File: src/rtl/tmr_pkg.sv
package tmr_pkg;

    localparam int BYTE_W = 8;
    localparam int CNT_W  = 2 * BYTE_W;

    localparam logic [1:0] ADDR_LO   = 2'd0;
    localparam logic [1:0] ADDR_HI   = 2'd1;
    localparam logic [1:0] ADDR_CTRL = 2'd2;

    typedef struct packed {
        logic       ovf;     // bit 7
        logic       paired;  // bit 6
        logic       spare;   // bit 5
        logic [1:0] div_sel; // bits 4:3
        logic       sync;    // bit 2
        logic       src_ext; // bit 1
        logic       run;     // bit 0
    } ctrl_t;

    typedef enum logic [0:0] {
        EDGE_LOW  = 1'b0,
        EDGE_HIGH = 1'b1
    } edge_state_t;

endpackage

File: src/rtl/tmr_edge_fsm.sv
module tmr_edge_fsm
    import tmr_pkg::*;
#(
    parameter int SYNC_DEPTH = 2
) (
    input  logic clk,
    input  logic rst_n,
    input  logic pin,
    input  logic use_sync,
    output logic edge_tick
);
    logic [SYNC_DEPTH-1:0] stage_q;
    logic                  sample;
    edge_state_t           state_q, state_d;

    generate
        for (genvar i = 0; i < SYNC_DEPTH; i++) begin : g_stage
            if (i == 0) begin : g_first
                always_ff @(posedge clk or negedge rst_n) begin
                    if (!rst_n) stage_q[0] <= 1'b0;
                    else        stage_q[0] <= pin;
                end
            end else begin : g_next
                always_ff @(posedge clk or negedge rst_n) begin
                    if (!rst_n) stage_q[i] <= 1'b0;
                    else        stage_q[i] <= stage_q[i-1];
                end
            end
        end
    endgenerate

    assign sample = use_sync ? stage_q[SYNC_DEPTH-1] : stage_q[0];

    always_ff @(posedge clk or negedge rst_n) begin
        if (!rst_n) state_q <= EDGE_LOW;
        else        state_q <= state_d;
    end

    always_comb begin
        state_d   = state_q;
        edge_tick = 1'b0;
        unique case (state_q)
            EDGE_LOW: begin
                if (sample) begin
                    state_d   = EDGE_HIGH;
                    edge_tick = 1'b1;
                end
            end
            EDGE_HIGH: begin
                if (!sample) state_d = EDGE_LOW;
            end
            default: state_d = EDGE_LOW;
        endcase
    end


    edge_single_chk: assert property (@(posedge clk) disable iff (!rst_n)
        edge_tick |=> !edge_tick);

endmodule

File: src/rtl/tmr_prescale.sv
module tmr_prescale #(
    parameter int SEL_W = 2
) (
    input  logic             clk,
    input  logic             rst_n,
    input  logic             tick_in,
    input  logic             clear,
    input  logic [SEL_W-1:0] sel,
    output logic             tick_out
);
    localparam int PS_W = (1 << SEL_W) - 1;

    logic [PS_W-1:0] ps_q;
    logic [PS_W-1:0] mask;

    assign mask     = PS_W'((1 << sel) - 1);
    assign tick_out = tick_in && ((ps_q & mask) == mask);

    always_ff @(posedge clk or negedge rst_n) begin
        if (!rst_n)       ps_q <= '0;
        else if (clear)   ps_q <= '0;
        else if (tick_in) ps_q <= ps_q + PS_W'(1);
    end


    div1_pass_chk: assert property (@(posedge clk) disable iff (!rst_n)
        (sel == '0 && tick_in) |-> tick_out);

endmodule

File: src/rtl/tmr_regs.sv
module tmr_regs
    import tmr_pkg::*;
(
    input  logic              clk,
    input  logic              rst_n,
    input  logic [1:0]        bus_addr,
    input  logic              bus_wr,
    input  logic              bus_rd,
    input  logic [BYTE_W-1:0] bus_wdata,
    input  logic              inc_en,
    output logic [BYTE_W-1:0] bus_rdata,
    output ctrl_t             ctrl_o,
    output logic [CNT_W-1:0]  count_o,
    output logic              load_o
);
    logic [CNT_W-1:0]  cnt_q;
    logic [BYTE_W-1:0] hi_wbuf_q;
    logic [BYTE_W-1:0] hi_rbuf_q;
    ctrl_t             ctrl_q;
    logic              lo_wr, hi_wr, ctrl_wr, lo_rd, wrap;

    assign lo_wr   = bus_wr && (bus_addr == ADDR_LO);
    assign hi_wr   = bus_wr && (bus_addr == ADDR_HI);
    assign ctrl_wr = bus_wr && (bus_addr == ADDR_CTRL);
    assign lo_rd   = bus_rd && (bus_addr == ADDR_LO);
    assign load_o  = lo_wr || (hi_wr && !ctrl_q.paired);
    assign wrap    = inc_en && !load_o && (cnt_q == '1);

    always_ff @(posedge clk or negedge rst_n) begin
        if (!rst_n) begin
            cnt_q <= '0;
        end else if (lo_wr) begin
            cnt_q <= ctrl_q.paired ? {hi_wbuf_q, bus_wdata}
                                   : {cnt_q[CNT_W-1:BYTE_W], bus_wdata};
        end else if (hi_wr && !ctrl_q.paired) begin
            cnt_q <= {bus_wdata, cnt_q[BYTE_W-1:0]};
        end else if (inc_en) begin
            cnt_q <= cnt_q + CNT_W'(1);
        end
    end

    always_ff @(posedge clk or negedge rst_n) begin
        if (!rst_n)                       hi_wbuf_q <= '0;
        else if (hi_wr && ctrl_q.paired)  hi_wbuf_q <= bus_wdata;
    end

    always_ff @(posedge clk or negedge rst_n) begin
        if (!rst_n)                       hi_rbuf_q <= '0;
        else if (lo_rd && ctrl_q.paired)  hi_rbuf_q <= cnt_q[CNT_W-1:BYTE_W];
    end

    always_ff @(posedge clk or negedge rst_n) begin
        if (!rst_n) begin
            ctrl_q <= '0;
        end else begin
            if (ctrl_wr) ctrl_q <= ctrl_t'(bus_wdata);
            if (wrap)    ctrl_q.ovf <= 1'b1;
        end
    end

    always_comb begin
        unique case (bus_addr)
            ADDR_LO:   bus_rdata = cnt_q[BYTE_W-1:0];
            ADDR_HI:   bus_rdata = ctrl_q.paired ? hi_rbuf_q
                                                 : cnt_q[CNT_W-1:BYTE_W];
            ADDR_CTRL: bus_rdata = ctrl_q;
            default:   bus_rdata = '0;
        endcase
    end

    assign ctrl_o  = ctrl_q;
    assign count_o = cnt_q;


    ovf_wrap_chk: assert property (@(posedge clk) disable iff (!rst_n)
        (inc_en && !load_o && cnt_q == '1) |=> (ctrl_q.ovf && cnt_q == '0));


    low_wr_chk: assert property (@(posedge clk) disable iff (!rst_n)
        (lo_wr && !ctrl_q.paired) |=> (cnt_q[BYTE_W-1:0] == $past(bus_wdata)));

endmodule

File: src/rtl/bytebus_timer.sv
module bytebus_timer
    import tmr_pkg::*;
#(
    parameter int SYNC_DEPTH = 2
) (
    input  logic       clk,
    input  logic       rst_n,
    input  logic       cyc_tick,
    input  logic       ext_clk,
    input  logic [1:0] reg_addr,
    input  logic       reg_wr,
    input  logic       reg_rd,
    input  logic [7:0] reg_wdata,
    output logic [7:0] reg_rdata,
    output logic       irq_flag
);
    ctrl_t            ctrl;
    logic [CNT_W-1:0] count;
    logic             ext_tick, src_tick, inc_en, load;

    tmr_edge_fsm #(.SYNC_DEPTH(SYNC_DEPTH)) u_edge (
        .clk       (clk),
        .rst_n     (rst_n),
        .pin       (ext_clk),
        .use_sync  (ctrl.sync),
        .edge_tick (ext_tick)
    );

    assign src_tick = ctrl.run && (ctrl.src_ext ? ext_tick : cyc_tick);

    tmr_prescale #(.SEL_W(2)) u_ps (
        .clk      (clk),
        .rst_n    (rst_n),
        .tick_in  (src_tick),
        .clear    (load),
        .sel      (ctrl.div_sel),
        .tick_out (inc_en)
    );

    tmr_regs u_regs (
        .clk       (clk),
        .rst_n     (rst_n),
        .bus_addr  (reg_addr),
        .bus_wr    (reg_wr),
        .bus_rd    (reg_rd),
        .bus_wdata (reg_wdata),
        .inc_en    (inc_en),
        .bus_rdata (reg_rdata),
        .ctrl_o    (ctrl),
        .count_o   (count),
        .load_o    (load)
    );

    assign irq_flag = ctrl.ovf;


    hold_off_chk: assert property (@(posedge clk) disable iff (!rst_n)
        (!ctrl.run && !(reg_wr && reg_addr != ADDR_CTRL)) |=> $stable(count));


    coherent_rd_chk: assert property (@(posedge clk) disable iff (!rst_n)
        (reg_rd && reg_addr == ADDR_LO && ctrl.paired) |=>
        (!(reg_rd && reg_addr == ADDR_HI && ctrl.paired) ||
         reg_rdata == $past(count[CNT_W-1:BYTE_W])));

endmodule

File: config.mk
export PLATFORM = sky130hd
export DESIGN_NAME = bytebus_timer
export DESIGN_NICKNAME = d
export VERILOG_FILES = /design/src/rtl/tmr_pkg.sv /design/src/rtl/tmr_edge_fsm.sv /design/src/rtl/tmr_prescale.sv /design/src/rtl/tmr_regs.sv /design/src/rtl/bytebus_timer.sv
export SDC_FILE = /design/constraint.sdc
export NUM_CORES = 1
export LEC_CHECK = 0
export CAP_MARGIN = 20
export CORE_MARGIN = 3
export CORE_UTILIZATION = 35
export CTS_BUF_LIST = sky130_fd_sc_hd__clkbuf_8
export CTS_CLUSTER_DIAMETER = 30
export DETAILED_ROUTE_END_ITERATION = 10
export GPL_TIMING_DRIVEN = 0
export REMOVE_ABC_BUFFERS = 1
export SYNTH_ARGS = -nofsm -noshare
export SYNTH_HDL_FRONTEND = slang
export SYNTH_HIERARCHICAL = 1
export SYNTH_SLANG_ARGS = --single-unit
export TNS_END_PERCENT = 30
File: constraint.sdc
create_clock -name clk -period 2.6 [get_ports clk]
set_input_delay 0.52 -clock clk [delete_from_list [all_inputs] [get_ports clk]]
set_output_delay 0.52 -clock clk [all_outputs]
set_load 0.01 [all_outputs]
==> results of run 1 <==
## cell type report
class | count | area share (%)
clock inverters | 2 | 0.318
repair buffers | 28 | 8.74
inverters | 10 | 1.19
well taps | 99 | 3.93
multi-input cells | 192 | 47.0
clock buffers | 5 | 2.19
flip-flops and latches | 46 | 36.7
## worst max path at each step
| stage | from | slack, ps | endpoint | depth (start not counted) |
|---|---|---|---|---|
| 2_1_floorplan | u_regs/ctrl_o[2] | 80 | u_regs/count_o[14] | 9 |
| 3_3_place_gp | reg_addr[1] | -1190 | u_regs/count_o[12] | 5 |
| 6_report | reg_addr[1] | 70 | reg_rdata[2] | 4 |
| 3_5_place_dp | cyc_tick | -670 | u_regs/count_o[14] | 8 |
| 5_1_grt | u_regs/ctrl_o[2] | -10 | u_regs/count_o[14] | 9 |
| 4_1_cts | reg_addr[0] | 5 | reg_rdata[6] | 6 |
## layout by cell type (no fill, tap or decap), types with 2 or more instances in the layout
| cell type | count |
|---|---|
| nand3_1 | 7 |
| a32oi_1 | 2 |
| clkbuf_8 | 5 |
| nor2b_1 | 5 |
| o31a_1 | 6 |
| a211oi_1 | 6 |
| nand2_1 | 10 |
| clkinv_2 | 2 |
| nand3b_1 | 2 |
| buf_2 | 3 |
| a22oi_1 | 6 |
| and3_1 | 4 |
| inv_1 | 10 |
| mux2i_1 | 19 |
| o21ai_0 | 12 |
| ha_1 | 2 |
| o22ai_1 | 12 |
| o22a_1 | 2 |
| and2_1 | 5 |
| nor2b_2 | 2 |
| nor2_1 | 14 |
| a31oi_1 | 3 |
| a21oi_1 | 11 |
| dfrtp_1 | 45 |
| mux2_2 | 23 |
| and4_1 | 3 |
| clkdlybuf4s50_1 | 21 |
| nand4_1 | 7 |
## timing repair
| item | 4_1_cts | 5_1_grt |
|---|---|---|
| cloned | 0 | 0 |
| setup buffers | 1 | 0 |
| endpoints found under the setup margin | 22 | 4 |
| gates resized for setup | 11 | 5 |
## kinds of logic after synthesis
family | share of synthesized area [%]
AOI/OAI and AO/OA | 19.2
DFF | 42.2
adders and majority gates | 0.916
muxes | 17.0
xor gates and xnor gates | 0.642
buffers and inverters | 4.77
and+or+nand+nor | 15.3
## registers in the layout (all words and copies together) (netlist names)
name	cells
u_regs/count_o	16
u_regs/hi_rbuf_q	8
u_edge/stage_q	2
u_regs/ctrl_o	8
u_regs/hi_wbuf_q	8
u_edge/state_q	1
u_ps/ps_q	3
## routing by layer
layer | track usage [%] | vias up
met4 | 5.90 | 0
met3 | 3.37 | 16
met5 | 0 | -
met2 | 25.5 | 83
met1 | 24.2 | 1097
li1 | - | 1030
## power breakdown
part	internal, W	switching, W	total [W]	leakage (nW)
Combinational	0.000417	0.000378	0.000795	0.679
Sequential	0.000953	0.000277	0.00123	0.542
Clock	0.000181	0.000238	0.000419	0.0438
Total	0.00155	0.000893	0.00244	1.27
## worst register-to-register path: stages, from the launching register on
cell      delay, ps
dfrtp_1         420
mux2_4          220
nor2b_4         120
mux2i_1          80
nor2b_2         230
inv_1           100
a221oi_4        330
a21oi_4         110
or2_4           310
a2111o_1        420
## per-stage QoR
step | total power [W] | instances | hold WS [ps] | util [%]
floorplan | 0.00168 | 248 | 224 | -
global placement | 0.00198 | 371 | 365 | 40.5
detailed placement | 0.00201 | 374 | 378 | 41.0
CTS | 0.00246 | 382 | 116 | 42.5
global route | 0.00261 | 382 | 142 | 42.5
finish | 0.00244 | 382 | 119 | 42.5
==> metrics.txt, run 1 <==
most common cell in the synthesized netlist=dfrtp_1; Yosys reg bits=46; clock latency on the worst-skew pair=300 ps; routed wire length=7110 um; ordered list of cells on the worst path=clkdlybuf4s15_2 -> nand2b_4 -> o22ai_1 -> clkdlybuf4s50_1; height of the chip=around 94 um; average instance area after synthesis=about 10 um2; total half-perimeter wirelength after legalization and detailed placement=~5100 um; worst slew margin relative to its limit=59.8%; metal1 wirelength=3350 um; primary flip-flop cell chosen by synthesis mapping=dfrtp_1; Post-Syn Instances=approximately 260; initial antenna violation count=0; width of the chip=94.3 um; area occupied by multi-input gates=0.00148 mm2; drt drc=0; diodes inserted=0; setup TNS after final layout=0 ps; nature of the critical path startpoint=input port; number of endpoints failing setup at the final stage=0; max-capacitance violation count=0; Tightest Pin Transition=602 ps; via count=approximately 2200; Worst R2R Path Depth=9; CTS tree=yes; number of H-tree branching levels=2; cell area reported after detailed placement=approximately 0.0030 mm2; effective utilization at floorplan=36.9%; Leakage=1.27 nW; Power per Cell Area=776 mW/mm2; clock sink total=46; ratio of cells with drive above 1 in the final layout=17.7%; fin worst setup slack=67.0 ps; Worst VDD drop=0.360 mV; CP Capture Type=output pin; area added between synthesis and finish=15.4%; total area of sequential cells=roughly 0.0012 mm2; met2 WL=between 3000 and 4000 um; worst setup skew after layout=approximately 5.7 ps; data arrival time of the worst path=2010 ps; maximum number of pins on one net before global-route repair=34; unrepaired setup endpoints after global routing=yes; number of search-and-repair iterations in the first detailed-routing pass=5; Floorplan Core Area=0.00741 mm2; startpoint of the lowest-slack register-to-register path=u_regs/ctrl_o[2]; fraction of the yosys area taken by sequential cells=42.2%; largest area contributor in the netlist=dfrtp_1; Req. time, crit path=2080 ps; hold violation count in the final report=0; met3 layer wire length in the routed design=408 um; share of flip-flops with an asynchronous set or reset=100%; pre-CTS setup slack=-667 ps; highest routing layer actually used=met4; Longest Clk Path Bufs=2; result of the run=complete, no violations; number of buffer and inverter instances along the worst setup path=2; flop-to-flop setup slack=~150 ps; cts hold-fix bufs=0; Reg-to-Reg End=u_regs/count_o[14]; Max stage delay cell, worst path=clkdlybuf4s50_1; peak fanout along the critical path=19; Ports=25; clock-pin slew on the worst setup and hold paths=90 ps; Yosys top cell area share=42.2%; Post-synth EDFFs=0; fill cell instance count of the final layout=714; net count reported at finish=301; Worst Hold Class=input port to asynchronous set/reset pin; number of placement rows=31; category of the critical setup timing path=input port to output pin; Overflow after GRT=0; largest delay contributor family on the critical path=buffers and inverters; number of synthesis warnings=6; area of the die=0.00890 mm2; Placer Congestion=approximately 0.79; first-pass GRT wire length=roughly 12000 um; via count of the first global-routing pass=2206; finished layout cell area=between 0.003 and 0.004 mm2; clock buffer count from CTS=5; fin crit share=97.4%; Vias/cell=5.83; Final Max Tran Viols=0; minimum clock period after layout=2530 ps; Overall Global Routing Usage=approximately 17%; count of input and output buffers=24; largest cells by area after synthesis=dfrtp_1 (42%), mux2_2 (9.5%), mux2i_1 (7.0%); post-synthesis instance area=0.00273 mm2; Max Freq=0.395 GHz; iteration-0 DRC count of the detailed router=201; post-synth cell types=56; Final ANT Viol Nets=0; synth cell count leaders=dfrtp_1 (46), mux2_2 (23), mux2i_1 (19); wire length per cell after detailed routing=18.6 um; root cell of the clock tree=clkbuf_8; Worst path max stage delay=580 ps
No activity file was read; power rests on OpenSTA's default activity.
==> run 2, diff against run 1 <==
==> constraint.sdc (replaced) <==
create_clock -name clk -period 2.6 [get_ports clk]
set_input_delay 0.52 -clock clk [delete_from_list [all_inputs] [get_ports clk]]
set_output_delay 0.52 -clock clk [all_outputs]
set_load 0.05 [all_outputs]
==> run 2 against run 1 <==
Register-to-register slack lost 30 ps. Critical path depth unchanged. Sequential power hardly changed. Cell count rose by 0.26%. Largest cell class unchanged.
==> metrics.txt, run 2 (same netlist as run 1, synthesis figures left out) <==
result of the run=complete, no violations; area added between synthesis and finish=14.6%; ratio of cells with drive above 1 in the final layout=20.4% (+2.8 points); share of power burned in registers=48.6% (-1.7 points); unrepaired setup endpoints after global routing=yes; Overall Global Routing Usage=16.9% (-0.084 points); total half-perimeter wirelength after legalization and detailed placement=5090 um (unchanged); cts hold-fix bufs=0 (unchanged); # placed instances=374 (unchanged); routed wire length=7010 um (-1.4%); Worst VDD drop=0.444 mV (+23%); Floorplan Core Area=0.00741 mm2 (unchanged); number of endpoints failing setup at the final stage=0 (unchanged); max FFs per register=16 (unchanged); net switching power of the design=0.000997 W (+12%); Finished Layout Cells=383 (+0.26%); fill cell instance count of the final layout=720 (+0.84%); Max Freq=0.396 GHz (+0.27%); wire length per cell after detailed routing=18.3 um (-1.7%); net count reported at finish=302 (+0.33%); CP Capture Type=output pin; Final Max Tran Viols=0 (unchanged); nature of the critical path startpoint=input port; Placer Congestion=0.791 (unchanged); count of input and output buffers=24 (unchanged); via count=2196 (-1.3%); Leakage=1.27 nW (+0.36%); clock-pin slew on the worst setup and hold paths=90 ps (about the same); worst slew margin relative to its limit=59.2% (-0.61 points); Comb power frac=34.8% (+2.3 points); initial antenna violation count=0 (unchanged); area of the die=0.00890 mm2 (unchanged); maximum number of pins on one net before global-route repair=34 (unchanged); peak fanout along the critical path=19 (unchanged); commonest cells after routing, fill and taps aside=dfrtp_1 (45), mux2_2 (23), mux2i_1 (19); Final ANT Viol Nets=0 (unchanged); height of the chip=94.3 um (unchanged); first-pass GRT wire length=11600 um (-0.89%); Vias/cell=5.73 (-1.6%); clock share of power=16.6% (-0.5 points); Worst Hold Class=input port to asynchronous set/reset pin; hold violation count in the final report=0 (unchanged); Longest Clk Path Bufs=2 (unchanged); data arrival time of the worst path=2010 ps (about the same); Power per Cell Area=807 mW/mm2 (+4.0%); CTS tree=yes; fin crit share=97.2% (-0.26 points); Tightest Pin Transition=612 ps (+9.08 ps); worst setup skew after layout=5.90 ps (+0.223 ps); number of H-tree branching levels=2 (unchanged); root cell of the clock tree=clkbuf_8; clock latency on the worst-skew pair=300 ps (about the same); Req. time, crit path=2080 ps (about the same); via count of the first global-routing pass=2203 (-0.14%); category of the critical setup timing path=input port to output pin; most common cell after layout, fill and taps aside=dfrtp_1; internal power contribution=0.00153 W (-1.6%); Ports=25 (unchanged); number of placement rows=31 (unchanged); clock buffer count from CTS=5 (unchanged); Overflow after GRT=0 (unchanged); number of search-and-repair iterations in the first detailed-routing pass=4 (-1); width of the chip=94.3 um (unchanged); effective utilization at floorplan=36.9% (unchanged); iteration-0 DRC count of the detailed router=215 (+7.0%); max-capacitance violation count=0 (unchanged); diodes inserted=0 (unchanged); drt drc=0 (unchanged); minimum clock period after layout=2530 ps (-6.87 ps); Switching Share=39.5% (+3.0 points); Finished Core Util=42.2% (-0.29 points); clock sink total=46 (unchanged)
==> run 2: layer usage <==
| layer | share of wire [%] | vias to the layer above | track usage, % |
|---|---|---|---|
| met5 | 0 | - | 0 |
| met4 | 1.7 | 0 | 6.14 |
| li1 | - | 1034 | - |
| met2 | 45 | 68 | 25.1 |
| met3 | 6.7 | 10 | 3.53 |
| met1 | 46 | 1084 | 24.1 |
==> run 2: path summary, 6_finish.rpt <==
check / slack (ps) / cells past startpoint / start / to
worst min register to register: 390 / 0 / u_edge/stage_q[0] / u_edge/stage_q[1]
max in group asynchronous: 1990 / 2 / rst_n / u_regs/ctrl_o[6]
worst max register to register: 120 / 9 / u_regs/ctrl_o[2] / u_regs/count_o[14]
worst min-delay path: 120 / 1 / rst_n / u_regs/count_o[14]
min in group clk: 390 / 0 / u_edge/stage_q[0] / u_edge/stage_q[1]
worst max-delay path: 70 / 4 / reg_addr[1] / reg_rdata[2]
==> run 2: repair_timing <==
item,4_1_cts,5_1_grt
endpoints found under the setup margin,22,11
resized for setup,27,8
setup buffers,0,2
==> run 2: worst max-delay path: stages <==
cell             delay (ps)
clkdlybuf4s15_2         390
nand2b_1                410
o22ai_1                 280
clkdlybuf4s15_2         410
==> run 2: area by class of cell <==
type	count	area (um2)	area share [%]
multi-input combinational	192	1470	47.0
sequential	46	1150	36.8
timing repair buffer	29	264	8.44
tap	99	124	3.96
clock buffer	5	68.8	2.20
inverter	10	37.5	1.20
clock inverter	2	10.0	0.320
==> run 2: power groups by stage <==
stage / Clock (W) / Combinational (W) / Sequential [W]
2_1_floorplan: 0 / 0.000638 / 0.00116
3_3_place_gp: 0 / 0.000870 / 0.00123
3_5_place_dp: 0 / 0.000888 / 0.00124
4_1_cts: 0.000439 / 0.000887 / 0.00122
5_1_grt: 0.000462 / 0.000958 / 0.00128
6_report: 0.000418 / 0.000879 / 0.00123
==> run 2: metrics by stage <==
step	setup WS (ps)	instance area [um2]	total power (W)	TNS (ps)	hold slack, ps
3_5_place_dp	-898	3040	0.00213	-16750	378
4_1_cts	-46.8	3140	0.00255	-46.8	116
2_1_floorplan	-3.75	2640	0.00179	-3.75	224
3_3_place_gp	-1190	3000	0.00210	-39110	365
6_report	73.9	3130	0.00252	0	116
5_1_grt	-53.0	3130	0.00270	-53.0	142
